### src/rtl/bktrk_pkg.sv
package bktrk_pkg;

    typedef enum logic [2:0] {
        CMD_DES = 3'd0,
        CMD_ACT = 3'd1,
        CMD_RD  = 3'd2,
        CMD_RDA = 3'd3,
        CMD_PRE = 3'd4
    } cmd_e;

    typedef enum logic [1:0] {
        BK_CLOSED  = 2'd0,
        BK_OPEN    = 2'd1,
        BK_CLOSING = 2'd2
    } bank_st_e;

    // Clocks per burst at two beats per clock.
    localparam int BURST_CLKS = 4;
    localparam int CHOP_CLKS  = 2;

    // Read-to-precharge code table: linear part and fallback.
    localparam int RTP_BASE     = 5;
    localparam int RTP_LAST_LIN = 5;
    localparam int RTP_FALLBACK = 12;

endpackage

### src/rtl/bktrk_rtp_decode.sv
module bktrk_rtp_decode #(
    parameter int TW = 5
) (
    input  logic [2:0]    code_i,
    output logic [TW-1:0] trtp_o
);
    import bktrk_pkg::*;

    always_comb begin
        if (int'(code_i) <= RTP_LAST_LIN) begin
            trtp_o = TW'(RTP_BASE + int'(code_i));
        end else begin
            trtp_o = TW'(RTP_FALLBACK);
        end
    end

endmodule

### src/rtl/bktrk_elapsed.sv
module bktrk_elapsed #(
    parameter int W = 6
) (
    input  logic         clk,
    input  logic         rst_n,
    input  logic         restart_i,
    output logic [W-1:0] cnt_o
);
    localparam logic [W-1:0] SAT = {W{1'b1}};

    logic [W-1:0] cnt_d, cnt_q;

    always_comb begin
        if (restart_i) begin
            cnt_d = W'(1);
        end else if (cnt_q == SAT) begin
            cnt_d = cnt_q;
        end else begin
            cnt_d = cnt_q + W'(1);
        end
    end

    always_ff @(posedge clk) begin
        if (!rst_n) begin
            cnt_q <= SAT;
        end else begin
            cnt_q <= cnt_d;
        end
    end

    assign cnt_o = cnt_q;

endmodule

### src/rtl/bktrk_read_window.sv
module bktrk_read_window #(
    parameter int RLW   = 6,
    parameter int DEPTH = 65
) (
    input  logic           clk,
    input  logic           rst_n,
    input  logic           fire_i,
    input  logic           chop_i,
    input  logic [RLW-1:0] rl_i,
    output logic           dvalid_o,
    output logic           preamble_o
);
    import bktrk_pkg::*;

    typedef struct packed {
        logic [DEPTH-1:0] rd;
        logic [DEPTH-1:0] ch;
    } hist_t;

    hist_t hist_d, hist_q;
    logic  dv;
    int    idx;
    int    pidx;

    always_comb begin
        hist_d.rd = {hist_q.rd[DEPTH-2:0], fire_i};
        hist_d.ch = {hist_q.ch[DEPTH-2:0], fire_i & chop_i};
    end

    always_comb begin
        dv  = 1'b0;
        idx = 0;
        for (int j = 0; j < BURST_CLKS; j++) begin
            idx = int'(rl_i) - 1 + j;
            if (idx >= 0 && idx < DEPTH) begin
                if (hist_q.rd[idx] && (j < CHOP_CLKS || !hist_q.ch[idx])) begin
                    dv = 1'b1;
                end
            end
        end
    end

    always_comb begin
        preamble_o = 1'b0;
        pidx       = int'(rl_i) - 2;
        if (pidx >= 0 && pidx < DEPTH) begin
            preamble_o = hist_q.rd[pidx] && !dv;
        end
    end

    always_ff @(posedge clk) begin
        if (!rst_n) begin
            hist_q <= '0;
        end else begin
            hist_q <= hist_d;
        end
    end

    assign dvalid_o = dv;

endmodule

### src/rtl/rdap_bank_tracker.sv
module rdap_bank_tracker #(
    parameter int TW = 5
) (
    input  logic          clk,
    input  logic          rst_n,
    input  logic [2:0]    cmd_i,
    input  logic          chop_i,
    input  logic [TW-1:0] cl_i,
    input  logic [TW-1:0] al_i,
    input  logic [TW-1:0] trp_i,
    input  logic [TW-1:0] tras_i,
    input  logic [TW-1:0] trc_i,
    input  logic [2:0]    rtp_code_i,
    output logic          bank_open_o,
    output logic          pre_busy_o,
    output logic          act_ok_o,
    output logic          dvalid_o,
    output logic          dqs_pre_o,
    output logic          viol_o
);
    import bktrk_pkg::*;

    localparam int CW      = TW + 1;
    localparam int RLW     = TW + 1;
    localparam int RL_MAX  = 2 * ((1 << TW) - 1);
    localparam int HIST    = RL_MAX + BURST_CLKS - 1;
    localparam int NCNT    = 3;
    localparam int IDX_ACT = 0;
    localparam int IDX_RD  = 1;
    localparam int IDX_PRE = 2;

    typedef struct packed {
        bank_st_e       st;
        logic           viol;
        logic [RLW-1:0] rl;
        logic [TW-1:0]  trp;
        logic [TW-1:0]  tras;
        logic [TW-1:0]  trc;
        logic [TW-1:0]  trtp;
    } trk_t;

    trk_t            trk_d, trk_q, trk_rst;
    logic [TW-1:0]   trtp_dec;
    logic [NCNT-1:0] restart;
    logic [CW-1:0]   elapsed [NCNT];
    logic            act_ok, rd_ok, pre_ok, ap_due, rd_fire;
    logic            ras_met, rc_met, rp_met, rtp_met, ccd_met;

    bktrk_rtp_decode #(.TW(TW)) u_rtp (
        .code_i (rtp_code_i),
        .trtp_o (trtp_dec)
    );

    // One saturating elapsed-time counter per event kind.
    for (genvar g = 0; g < NCNT; g++) begin : g_elapsed
        bktrk_elapsed #(.W(CW)) u_cnt (
            .clk       (clk),
            .rst_n     (rst_n),
            .restart_i (restart[g]),
            .cnt_o     (elapsed[g])
        );
    end

    bktrk_read_window #(.RLW(RLW), .DEPTH(HIST)) u_win (
        .clk        (clk),
        .rst_n      (rst_n),
        .fire_i     (rd_fire),
        .chop_i     (chop_i),
        .rl_i       (trk_q.rl),
        .dvalid_o   (dvalid_o),
        .preamble_o (dqs_pre_o)
    );

    always_comb begin
        trk_rst      = '0;
        trk_rst.st   = BK_CLOSED;
        trk_rst.rl   = RLW'(cl_i) + RLW'(al_i);
        trk_rst.trp  = trp_i;
        trk_rst.tras = tras_i;
        trk_rst.trc  = trc_i;
        trk_rst.trtp = trtp_dec;
    end

    always_comb begin
        ras_met = elapsed[IDX_ACT] >= CW'(trk_q.tras);
        rc_met  = elapsed[IDX_ACT] >= CW'(trk_q.trc);
        rp_met  = elapsed[IDX_PRE] >= CW'(trk_q.trp);
        rtp_met = elapsed[IDX_RD]  >= CW'(trk_q.trtp);
        ccd_met = elapsed[IDX_RD]  >= CW'(BURST_CLKS);

        act_ok = (trk_q.st == BK_CLOSED)  && rp_met && rc_met;
        rd_ok  = (trk_q.st == BK_OPEN)    && ccd_met;
        pre_ok = (trk_q.st == BK_OPEN)    && ras_met && rtp_met;
        ap_due = (trk_q.st == BK_CLOSING) && ras_met && rtp_met;
    end

    always_comb begin
        trk_d   = trk_q;
        restart = '0;
        rd_fire = 1'b0;

        if (ap_due) begin
            trk_d.st         = BK_CLOSED;
            restart[IDX_PRE] = 1'b1;
        end

        case (cmd_i)
            CMD_ACT: begin
                if (act_ok) begin
                    trk_d.st         = BK_OPEN;
                    restart[IDX_ACT] = 1'b1;
                end else begin
                    trk_d.viol = 1'b1;
                end
            end
            CMD_RD, CMD_RDA: begin
                if (rd_ok) begin
                    restart[IDX_RD] = 1'b1;
                    rd_fire         = 1'b1;
                    if (cmd_i == CMD_RDA) begin
                        trk_d.st = BK_CLOSING;
                    end
                end else begin
                    trk_d.viol = 1'b1;
                end
            end
            CMD_PRE: begin
                if (pre_ok) begin
                    trk_d.st         = BK_CLOSED;
                    restart[IDX_PRE] = 1'b1;
                end else begin
                    trk_d.viol = 1'b1;
                end
            end
            default: begin
            end
        endcase
    end

    always_ff @(posedge clk) begin
        if (!rst_n) begin
            trk_q <= trk_rst;
        end else begin
            trk_q <= trk_d;
        end
    end

    assign bank_open_o = (trk_q.st == BK_OPEN) || (trk_q.st == BK_CLOSING);
    assign pre_busy_o  = (trk_q.st == BK_CLOSED) && !rp_met;
    assign act_ok_o    = act_ok;
    assign viol_o      = trk_q.viol;

endmodule

### config.mk
export PLATFORM = sky130hd
export DESIGN_NAME = rdap_bank_tracker
export DESIGN_NICKNAME = d
export VERILOG_FILES = /design/src/rtl/bktrk_pkg.sv /design/src/rtl/bktrk_rtp_decode.sv /design/src/rtl/bktrk_elapsed.sv /design/src/rtl/bktrk_read_window.sv /design/src/rtl/rdap_bank_tracker.sv
export SDC_FILE = /design/constraint.sdc
export NUM_CORES = 1
export LEC_CHECK = 0
export ABC_AREA = 0
export BUFFER_PORTS_ARGS = -buffer_cell sky130_fd_sc_hd__buf_2
export CORE_MARGIN = 4
export CORE_UTILIZATION = 50
export CTS_BUF_LIST = sky130_fd_sc_hd__clkbuf_4
export DETAILED_ROUTE_END_ITERATION = 6
export PLACE_DENSITY_LB_ADDON = 0.12
export REMOVE_ABC_BUFFERS = 1
export SYNTH_ARGS = -nofsm -noshare
export SYNTH_HDL_FRONTEND = slang
export SYNTH_SLANG_ARGS = --single-unit
### constraint.sdc
create_clock -name clk -period 6.8 [get_ports clk]
set_clock_uncertainty 0.2 [all_clocks]
set_input_delay 0.68 -clock clk [delete_from_list [all_inputs] [get_ports clk]]
set_output_delay 0.68 -clock clk [all_outputs]
set_load 0.1 [all_outputs]
==> summary.md, run 1 <==
| Metric | Value |
|---|---|
| Clock Tree Buf Depth | 2 |
| Largest delay share family, worst path | buffers and inverters |
| Status | finished, final reports clean |
| EDFF count, synth | 25 |
| Final min period | roughly 6.5 ns |
| Fraction of layout cells with a size suffix above 1 | a little under a fifth |
| Area after DPL | approximately 11000 sq um |
| Critical Path Fanout Max | 29 |
| FF+latch count, synth | ~180 |
| Fin area | 11800 sq um |
| Cts bufs inserted | 17 |
| Area Overhead vs Synth | 7.93% |
| Synth cell types | 77 |
| Ys flop type | dfxtp_1 |
| Static Leakage | between 0.004 and 0.005 uW |
| Core Area | approximately 21000 sq um |
| Tcrit/Tclk final | a little over nine tenths |
| Final ANT Viol Nets | 0 |
| Residual DRC | 0 |
| Power Dens Cells | around 240 nW/um^2 |
| Buffers on Ports | 39 |
| Synthesized instance count | 1039 |
| Clock Sinks | 176 |
| Count leader, synth | dfxtp_1 |
| Clock-pin slew of the registers on the worst-case setup and hold paths | between 0.15 and 0.2 ns |
| Skew-Pair Late Insertion Delay | roughly 0.61 ns |
| Worst min-delay path class | input port to flip-flop |
| CP arrival | 5.61 ns |
| Max stage delay on crit path | between 0.7 and 0.8 ns |
| Nets@finish | about 1200 |
| VDD IR max | approximately 0.19 mV |
| Fill cells | 1896 |
| Fmax | 0.154 GHz |
| Die Y | 156 um |
| Final Setup Violations | 0 |
| Setup crit end kind | output port |
| Initial antenna violation count | 1 |
| Area contributors post-synth | dfxtp_1 (28%), mux4_2 (18%), ha_1 (7.4%), edfxtp_1 (6.9%), and2_1 (6.7%) |
| H-tree levels | 4 |
| Post-synth ARST share | 0% |
| Wire per inst | 19.8 um |
| Worst-Margin Slew | roughly 1.0 ns |
| Worst Setup Start Kind | flip-flop |
| Starting DRC count in detailed routing | 687 |
| CP required | a little under 6 ns |
| Unrepaired setup endpoints after global routing | false |
| Post-DP HPWL | about 19 mm |
| TritonCTS clock tree | done |
| Initial cell density of the core | approximately half |
| WP buf/inv | 5 |
| First-pass DRT Iterations | 5 |
| Area of the die | between 20000 and 25000 sq um |
| Via count | between 8000 and 9000 |
| Max-cap violation count | 0 |
| Yosys Warn Count | 0 |
| Largest net degree at the start of global routing | between 70 and 80 |
| Pwr Total | 2880 uW |
| Die X | between 150 and 200 um |
| Global-route wire length before repair | around 43 mm |
| Worst path cell trace | inv_2 -> ha_2 -> xnor2_2 -> buf_4 -> inv_2 -> buf_4 -> ha_1 -> mux4_2 -> mux4_2 -> a2111oi_0 -> a31oi_1 -> o2111ai_1 -> o32a_1 -> nand4_1 -> buf_2 |
| Slowest-stage cell, CP | ha_1 |
| Synth top area share | ~28% |
| Sequential share of the synthesized area | 34.5% |
| Avg Inst Size Synth | ~11 sq um |
| Final Max Slew Viols | 0 |
| Root Driver | clkbuf_4 |
| Final Hold Vio Count | 0 |
| Leading area contributor after synthesis | dfxtp_1 |
| WL final | 26.9 mm |
| Max_slew headroom | 31.4% |
| Synth cell count leaders | dfxtp_1 (151), and2_1 (118), mux4_2 (88) |
| Crit Path Class | flip-flop to output port |
| Vias in the first global route | approximately 8000 |
| Post-Syn Area | between 10000 and 15000 sq um |
| Util after Layout | 55.5% |
| I/O Pins | 40 |
| RePlAce Congestion | between 0.9 and 1 |
| Via density per instance | approximately 6 |
| Total Routing Usage GR | between 20% and 30% |
| Total gr overflow | 0 |
| Rows | 53 |
## kinds of logic after synthesis
kind of cell    share of synthesized area [%]
compound gates                           8.82
xor+xnor                                 2.77
fa+ha+maj                                7.62
buf+inv                                  4.36
flops                                    34.5
mux                                      21.5
simple gates                             20.5
## layer usage
metal	share of wire [%]	track usage, %	wire length, um	vias to the layer above
li1	-	-	-	3872
met1	43	31.4	11500	3941
met2	46	34.9	12400	321
met3	7.2	4.38	1950	61
met4	3.8	9.25	1010	0
met5	0	0	0	-
## worst paths after layout
kind / startpoint / to / slack (ns) / cells past startpoint
max reg2reg: g_elapsed[0].u_cnt.cnt_o[0] / g_elapsed[2].u_cnt.cnt_o[3] / 4.20 / 10
min: trp_i[4] / trk_d[19] / 0.05 / 1
max: trk_d[20] / dvalid_o / 0.31 / 15
min reg2reg: u_win.hist_d[59] / u_win.hist_d[60] / 0.26 / 2
## per-stage QoR
stage	hold WS [ns]	cells	setup TNS (ns)	setup WS, ns
floorplan	0.216	980	-6.61	-3.42
global placement	0.234	1309	0	0.830
detailed placement	0.240	1309	0	0.742
CTS	0.00397	1352	0	0.0520
global route	0.00198	1357	0	0.0266
finish	0.0481	1357	0	0.313
## layout make-up
| type | instances | area (sq um) | share of cell area, % |
|---|---|---|---|
| clock buffer | 18 | 135 | 1.14 |
| sequential | 176 | 3770 | 32.0 |
| tap | 275 | 344 | 2.91 |
| clock inverter | 14 | 169 | 1.43 |
| inverter | 56 | 210 | 1.78 |
| timing repair buffer | 69 | 468 | 3.96 |
| multi-input combinational | 748 | 6700 | 56.8 |
| antenna | 1 | 2.50 | 0.0212 |
## report_power, final
part,switching [uW],total (uW),internal [uW]
registers,65.3,1180,1110
logic,654,1080,428
clock network,443,617,174
total,1160,2880,1720
## what timing repair did
item	in CTS	in global routing
resized for setup	0	2
setup endpoints to repair	0	2
setup buffers	0	2
hold buffers	11	2
hold endpoints to repair	11	2
## placed cells by master, fill, tap and decap left out, types with 6 or more instances in the layout
master         netlist  final
o21ai_0             33     33
a21oi_1             34     34
ha_1                65     63
xnor2_1             16     16
nand2_1             52     52
nand3_1             36     36
nand3b_1             7      7
clkbuf_4             0     18
dlygate4sd3_1        0     13
and3_1              15     15
clkinv_8             0      6
buf_2               18     38
nor3_1               8      8
dfxtp_1            151    151
nor2_1              42     41
edfxtp_1            25     25
nand2b_1            19     19
inv_1               51     51
a31oi_1             12     12
and2_1             118    118
nor4b_1              7      7
a21o_1              13     13
buf_4                6     17
mux4_2              88     88
nand4_1             14     14
mux2i_1             32     32
nor2b_1             26     26
nor3b_1             11     11
## registers in the layout (all words and copies together) (netlist names)
register and flops:
g_elapsed.u_cnt.cnt_o 18, trk_d 25, trk_q 2, u_win.hist_d 128, u_win.hist_q 2, viol_o 1
## worst reg2reg max path, stage by stage (launching register included)
cell and delay (ns):
dfxtp_1 0.40, inv_1 0.09, ha_1 0.27, nand2b_1 0.14, a21o_1 0.18, a21o_1 0.17, a21o_1 0.17, a211o_1 0.33
nand4b_1 0.22, nand2_1 0.17, o21ai_0 0.19
Note: power is estimated with default switching activity, not from simulation.
==> run 2: changes to the inputs <==
==> constraint.sdc (replaced) <==
create_clock -name clk -period 5.25 [get_ports clk]
set_clock_uncertainty 0.2 [all_clocks]
set_input_delay 0.525 -clock clk [delete_from_list [all_inputs] [get_ports clk]]
set_output_delay 0.525 -clock clk [all_outputs]
set_load 0.1 [all_outputs]
==> summary.md, run 2 (synthesized netlist as in run 1, its figures left out) <==
| Metric | Value |
|---|---|
| Total Routing Usage GR | 22.8% (was 22.6%) |
| WP buf/inv | 4 (was 5) |
| Largest register FFs | 128 (unchanged) |
| Skew-Pair Late Insertion Delay | 0.58 ns (was 0.61 ns) |
| Comb pwr share | 38.4% (was 37.6%) |
| I/O Pins | 40 (unchanged) |
| Internal | 2370 uW (was 1720 uW) |
| Static Leakage | 0.00478 uW (was 0.00466 uW) |
| Die Y | 156 um (unchanged) |
| Worst path cell trace | inv_2 -> ha_4 -> xnor2_2 -> inv_2 -> ha_4 -> buf_4 -> xnor3_1 -> mux4_2 -> a2111oi_0 -> a31oi_1 -> o2111ai_1 -> o32a_1 -> nand4_1 -> buf_8 (was inv_2 -> ha_2 -> xnor2_2 -> buf_4 -> inv_2 -> buf_4 -> ha_1 -> mux4_2 -> mux4_2 -> a2111oi_0 -> a31oi_1 -> o2111ai_1 -> o32a_1 -> nand4_1 -> buf_2) |
| H-tree levels | 4 (unchanged) |
| Crit Path Class | flip-flop to output port (unchanged) |
| Final Max Slew Viols | 0 (unchanged) |
| Vias in the first global route | 8246 (was 7882) |
| Total gr overflow | 0 (unchanged) |
| Rows | 53 (unchanged) |
| Via count | 8323 (was 8195) |
| Status | finished, final reports clean (unchanged) |
| First-pass DRT Iterations | 5 (unchanged) |
| CP arrival | 4.23 ns (was 5.61 ns) |
| Clock-pin slew of the registers on the worst-case setup and hold paths | 0.17 ns (was 0.16 ns) |
| Starting DRC count in detailed routing | 635 (was 687) |
| Initial antenna violation count | 1 (unchanged) |
| Buffers on Ports | 39 (unchanged) |
| RePlAce Congestion | 0.927 (was 0.946) |
| Final min period | about 5.0 ns |
| Max stage delay on crit path | 0.56 ns (was 0.73 ns) |
| Switching portion of total power | 39.1% (was 40.3%) |
| Residual DRC | 0 (unchanged) |
| Clock Sinks | 176 (unchanged) |
| Most frequent cells in the layout | dfxtp_1 (151), and2_1 (118), mux4_2 (88), ha_1 (61), nand2_1 (52) (was dfxtp_1 (151), and2_1 (118), mux4_2 (88), ha_1 (63), nand2_1 (52)) |
| Area Overhead vs Synth | 10.2% (was 7.93%) |
| Setup crit end kind | output port (unchanged) |
| TritonCTS clock tree | done (unchanged) |
| Net switching power | 1520 uW (was 1160 uW) |
| Reg power frac | 39.0% (was 41.0%) |
| Nets@finish | 1186 (was 1168) |
| Worst-Margin Slew | 0.992 ns (was 1.02 ns) |
| Pwr Total | 3900 uW (was 2880 uW) |
| Clock network fraction of total power | 22.6% (was 21.4%) |
| Global-route wire length before repair | 44.2 mm (was 43.2 mm) |
| Util after Layout | 56.6% (was 55.5%) |
| Power Dens Cells | 323 nW/um^2 (was 244 nW/um^2) |
| Largest delay share family, worst path | compound AO/OA/AOI/OAI gates (was buffers and inverters) |
| Unrepaired setup endpoints after global routing | false (unchanged) |
| Largest net degree at the start of global routing | 135 (was 72) |
| R2r setup slk | 2.64 ns (was 4.20 ns) |
| VDD IR max | 0.249 mV (was 0.191 mV) |
| Worst min-delay path class | input port to flip-flop (unchanged) |
| Fmax | around 0.20 GHz |
| Die X | 156 um (unchanged) |
| Critical Path Fanout Max | 10 (was 29) |
| Final ANT Viol Nets | 0 (unchanged) |
| Final Hold Vio Count | 0 (unchanged) |
| WL final | 27.0 mm (was 26.9 mm) |
| Max-cap violation count | 0 (unchanged) |
| CP required | 4.53 ns (was 5.92 ns) |
| Max_slew headroom | 33.9% (was 31.4%) |
| Fill cells | 1833 (was 1896) |
| Final Setup Violations | 0 (unchanged) |
| Tcrit/Tclk final | between 90% and 100% |
| Initial cell density of the core | 51.4% (unchanged) |
| Via density per instance | 6.05 (was 6.04) |
| Most common cell after layout, fill and taps aside | dfxtp_1 (unchanged) |
| Worst Setup Start Kind | flip-flop (unchanged) |
| Fraction of layout cells with a size suffix above 1 | 19.7% (was 18.5%) |
| Area of the die | 24300 sq um (unchanged) |
| Root Driver | clkbuf_4 (unchanged) |
| Clock Tree Buf Depth | 2 (unchanged) |
| Post-DP HPWL | 19.4 mm (was 19.0 mm) |
| Wire per inst | 19.6 um (was 19.8 um) |
| Slowest-stage cell, CP | mux4_2 (was ha_1) |
| Core Area | 21300 sq um (unchanged) |
| Cts bufs inserted | 17 (unchanged) |
## run 2: cell count changes in the layout (fill, tap and decap cells not counted), sizes merged
cell / change
dlygate4sd3: +5
inv: +3
buf: +13
diode: +1
clkinv: -5
bufinv: +2
clkinvlp: +1
clkbuf: -1
## run 2: worst paths after layout
path / start / endpoint / cells past startpoint
min: cl_i[0] / trk_d[20] / 2
max reg2reg: g_elapsed[0].u_cnt.cnt_o[0] / g_elapsed[2].u_cnt.cnt_o[1] / 10
min reg2reg: u_win.hist_d[17] / u_win.hist_d[18] / 2
max: trk_d[21] / dvalid_o / 14
## run 2: metal layers
metal | vias up | global-route usage [%] | wire length (um)
met1 | 4081 | 30.9 | 11900
met3 | 34 | 4.11 | 1620
met5 | - | 0 | 0
met2 | 280 | 37.5 | 12900
li1 | 3928 | - | -
met4 | 0 | 6.67 | 504
## run 2: final cells by class
| class | instances | area [sq um] | share of cell area, % |
|---|---|---|---|
| multi-input combinational | 748 | 6740 | 55.9 |
| sequential | 176 | 3770 | 31.3 |
| timing repair buffer | 87 | 638 | 5.29 |
| tap | 275 | 344 | 2.85 |
| clock inverter | 15 | 211 | 1.75 |
| inverter | 56 | 210 | 1.74 |
| clock buffer | 17 | 128 | 1.06 |
| antenna | 2 | 5.00 | 0.0415 |
## run 2: stage by stage
stage	area, sq um	hold WS, ns	TNS, ns	setup slack, ns	cells
global placement	11500	0.235	0	0.553	1323
finish	12100	0.0344	0	0.294	1376
CTS	12000	0.00178	0	0.00636	1373
global route	12100	0.0120	0	0.0340	1375
floorplan	10700	0.216	-9.40	-4.81	980
detailed placement	11500	0.236	0	0.540	1323
## run 2: power by group through the flow
stage	Clock, uW	Sequential, uW	Combinational (uW)
after floorplan	0	1580	997
after global placement	0	1550	1420
after detailed placement	0	1550	1430
after CTS	907	1520	1450
after global routing	961	1530	1630
final	882	1520	1500
## run 2: what timing repair did
| action | in CTS | in global routing |
|---|---|---|
| setup buffers | 0 | 1 |
| endpoints found under the setup margin | 2 | 2 |
| gates resized for setup | 2 | 10 |
| hold buffers | 18 | 0 |
| hold endpoints to repair | 18 | 0 |
| gates cloned | 0 | 0 |
==> run 3: changes to the inputs <==
--- a/config.mk
+++ b/config.mk
@@ -11,6 +11,7 @@
 export CORE_UTILIZATION = 50
 export CTS_BUF_LIST = sky130_fd_sc_hd__clkbuf_4
 export DETAILED_ROUTE_END_ITERATION = 6
+export HOLD_SLACK_MARGIN = 0.06
 export PLACE_DENSITY_LB_ADDON = 0.12
 export REMOVE_ABC_BUFFERS = 1
 export SYNTH_ARGS = -nofsm -noshare
==> summary.md, run 3 (synthesized netlist as in run 1, its figures left out) <==
| Metric | Value |
|---|---|
| Status | finished, final reports clean (unchanged) |
| Crit Path Class | flip-flop to output port (unchanged) |
| TritonCTS clock tree | done (unchanged) |
| CP required | 4.53 ns (about the same) |
| Setup_tns | 0 ns (unchanged) |
| Nets@finish | 1192 (was 1186) |
| Cts bufs inserted | 17 (unchanged) |
| Rows | 53 (unchanged) |
| Area of the die | 24300 sq um (unchanged) |
| Power Dens Cells | 322 nW/um^2 (was 323 nW/um^2) |
| Placed cells | 1323 (unchanged) |
| Initial antenna violation count | 1 (unchanged) |
| Final Instance Count excl. Fillers | 1382 (was 1376) |
| Final Setup Violations | 0 (unchanged) |
| Post-DP HPWL | 19.4 mm (unchanged) |
| First-pass DRT Iterations | 7 (was 5) |
| Buffers on Ports | 39 (unchanged) |
| I/O Pins | 40 (unchanged) |
| Final Hold Vio Count | 0 (unchanged) |
| Tcrit/Tclk final | 94.3% (was 94.4%) |
| Wire per inst | 19.6 um (about the same) |
| Die Y | 156 um (unchanged) |
| Final min period | 4.95 ns (was 4.96 ns) |
| Starting DRC count in detailed routing | 657 (was 635) |
| Fmax | 0.202 GHz (about the same) |
| HP Start | rtp_code_i[1] (was cl_i[0]) |
| Residual DRC | 0 (unchanged) |
| Core Area | 21300 sq um (unchanged) |
| R2r setup slk | 2.64 ns (about the same) |
| Most common cell after layout, fill and taps aside | dfxtp_1 (unchanged) |
| Initial cell density of the core | 51.4% (unchanged) |
| CP startpoint | trk_d[21] (unchanged) |
| Worst-Margin Slew | 0.999 ns (was 0.992 ns) |
| Static Leakage | 0.00481 uW (was 0.00478 uW) |
| Most frequent cells in the layout | dfxtp_1 (151), and2_1 (118), mux4_2 (88), ha_1 (61), nand2_1 (52) (unchanged) |
| Skew-Pair Late Insertion Delay | 0.58 ns (about the same) |
| Root Driver | clkbuf_4 (unchanged) |
| Worst r2r src | g_elapsed[0].u_cnt.cnt_o[0] (unchanged) |
| Via density per instance | 6.04 (was 6.05) |
| Pwr Total | 3900 uW (about the same) |
| Global-route wire length before repair | 44.2 mm (about the same) |
| Worst Setup Start Kind | flip-flop (unchanged) |
| Internal | 2380 uW (was 2370 uW) |
| Reg2reg path depth | 10 (unchanged) |
| Hold EP | trk_d[3] (was trk_d[20]) |
| Total Routing Usage GR | 22.8% (about the same) |
| Area Overhead vs Synth | 10.8% (was 10.2%) |
| Final ANT Viol Nets | 0 (unchanged) |
| Unrepaired setup endpoints after global routing | false (unchanged) |
| Setup crit end kind | output port (unchanged) |
| WL final | 27.0 mm (about the same) |
| CP arrival | 4.22 ns (was 4.23 ns) |
| Die X | 156 um (unchanged) |
| Vias in the first global route | 8247 (was 8246) |
| Fraction of layout cells with a size suffix above 1 | 19.6% (was 19.7%) |
| VDD IR max | 0.249 mV (about the same) |
| Clock Sinks | 176 (unchanged) |
| H-tree levels | 4 (unchanged) |
| Critical R2R Capture | g_elapsed[2].u_cnt.cnt_o[1] (unchanged) |
| Critical Path Fanout Max | 10 (unchanged) |
| Switching portion of total power | 39.1% (about the same) |
| Final Max Slew Viols | 0 (unchanged) |
| Via count | 8341 (was 8323) |
| Clock-pin slew of the registers on the worst-case setup and hold paths | 0.16 ns (was 0.17 ns) |
| RePlAce Congestion | 0.927 (unchanged) |
| Reg power frac | 39.0% (about the same) |
| Worst min-delay path class | input port to flip-flop (unchanged) |
| Total gr overflow | 0 (unchanged) |
| Net switching power | 1520 uW (unchanged) |
| Largest register FFs | 128 (unchanged) |
| Clock network fraction of total power | 22.6% (about the same) |
| Clock Tree Buf Depth | 2 (unchanged) |
| Hold Path Stages | 2 (unchanged) |
| Largest net degree at the start of global routing | 135 (unchanged) |
| Comb pwr share | 38.5% (was 38.4%) |
| Max_slew headroom | 33.4% (was 33.9%) |
| Max-cap violation count | 0 (unchanged) |
-- run 3: cell count changes in the layout (fill, tap and decap cells not counted), sizes merged --
cell	delta
dlygate4sd3	+6
-- run 3: cell type report --
class / instances / area, sq um
antenna: 2 / 5.00
clock buffer: 17 / 128
clock inverter: 15 / 211
fill: 1829 / 9170
inverter: 56 / 210
multi-input combinational: 748 / 6740
sequential: 176 / 3770
tap: 275 / 344
timing repair buffer: 93 / 698
-- run 3: routing by layer --
layer | global-route usage [%] | share of wire, % | up-vias
li1 | - | - | 3936
met3 | 4.11 | 5.5 | 34
met5 | 0 | 0 | -
met2 | 37.6 | 48 | 279
met1 | 30.8 | 44 | 4092
met4 | 6.67 | 2.1 | 0
-- run 3: worst max-delay path: stages (launching register included) --
cell and delay, ns:
edfxtp_1 0.43, inv_2 0.14, ha_4 0.20, xnor2_2 0.13, inv_2 0.10, ha_4 0.20
buf_4 0.18, xnor3_1 0.42, mux4_2 0.56, a2111oi_0 0.36, a31oi_1 0.13, o2111ai_1 0.15
o32a_1 0.20, nand4_1 0.19, buf_8 0.24
-- run 3: how the worst max path moves through the flow --
| stage | to |
|---|---|
| 5_1_grt | dqs_pre_o |
| 6_report | dvalid_o |
| 2_1_floorplan | dvalid_o |
| 4_1_cts | dvalid_o |
| 3_5_place_dp | dvalid_o |
| 3_3_place_gp | dvalid_o |
-- run 3: power by group through the flow --
stage,Combinational (uW),Sequential [uW],Clock (uW)
finish,1500,1520,880
floorplan,997,1580,0
global route,1640,1530,960
detailed placement,1430,1550,0
global placement,1420,1550,0
CTS,1460,1520,907
-- run 3: what timing repair did --
| item | in CTS | in global routing |
|---|---|---|
| setup buffers | 0 | 1 |
| hold buffers | 24 | 0 |
| gates resized for setup | 2 | 10 |
| pin swaps | 0 | 0 |
| setup endpoints to repair | 2 | 2 |
| hold endpoints to repair | 24 | 0 |
-- run 3: stage by stage --
step,worst slack [ns],area [sq um],hold slack [ns],util [%]
floorplan,-4.81,10700,0.216,-
global placement,0.553,11500,0.235,53.8
detailed placement,0.540,11500,0.236,53.8
CTS,0.00636,12000,0.0735,56.6
global route,0.0362,12100,0.0681,56.9
finish,0.300,12100,0.106,56.9
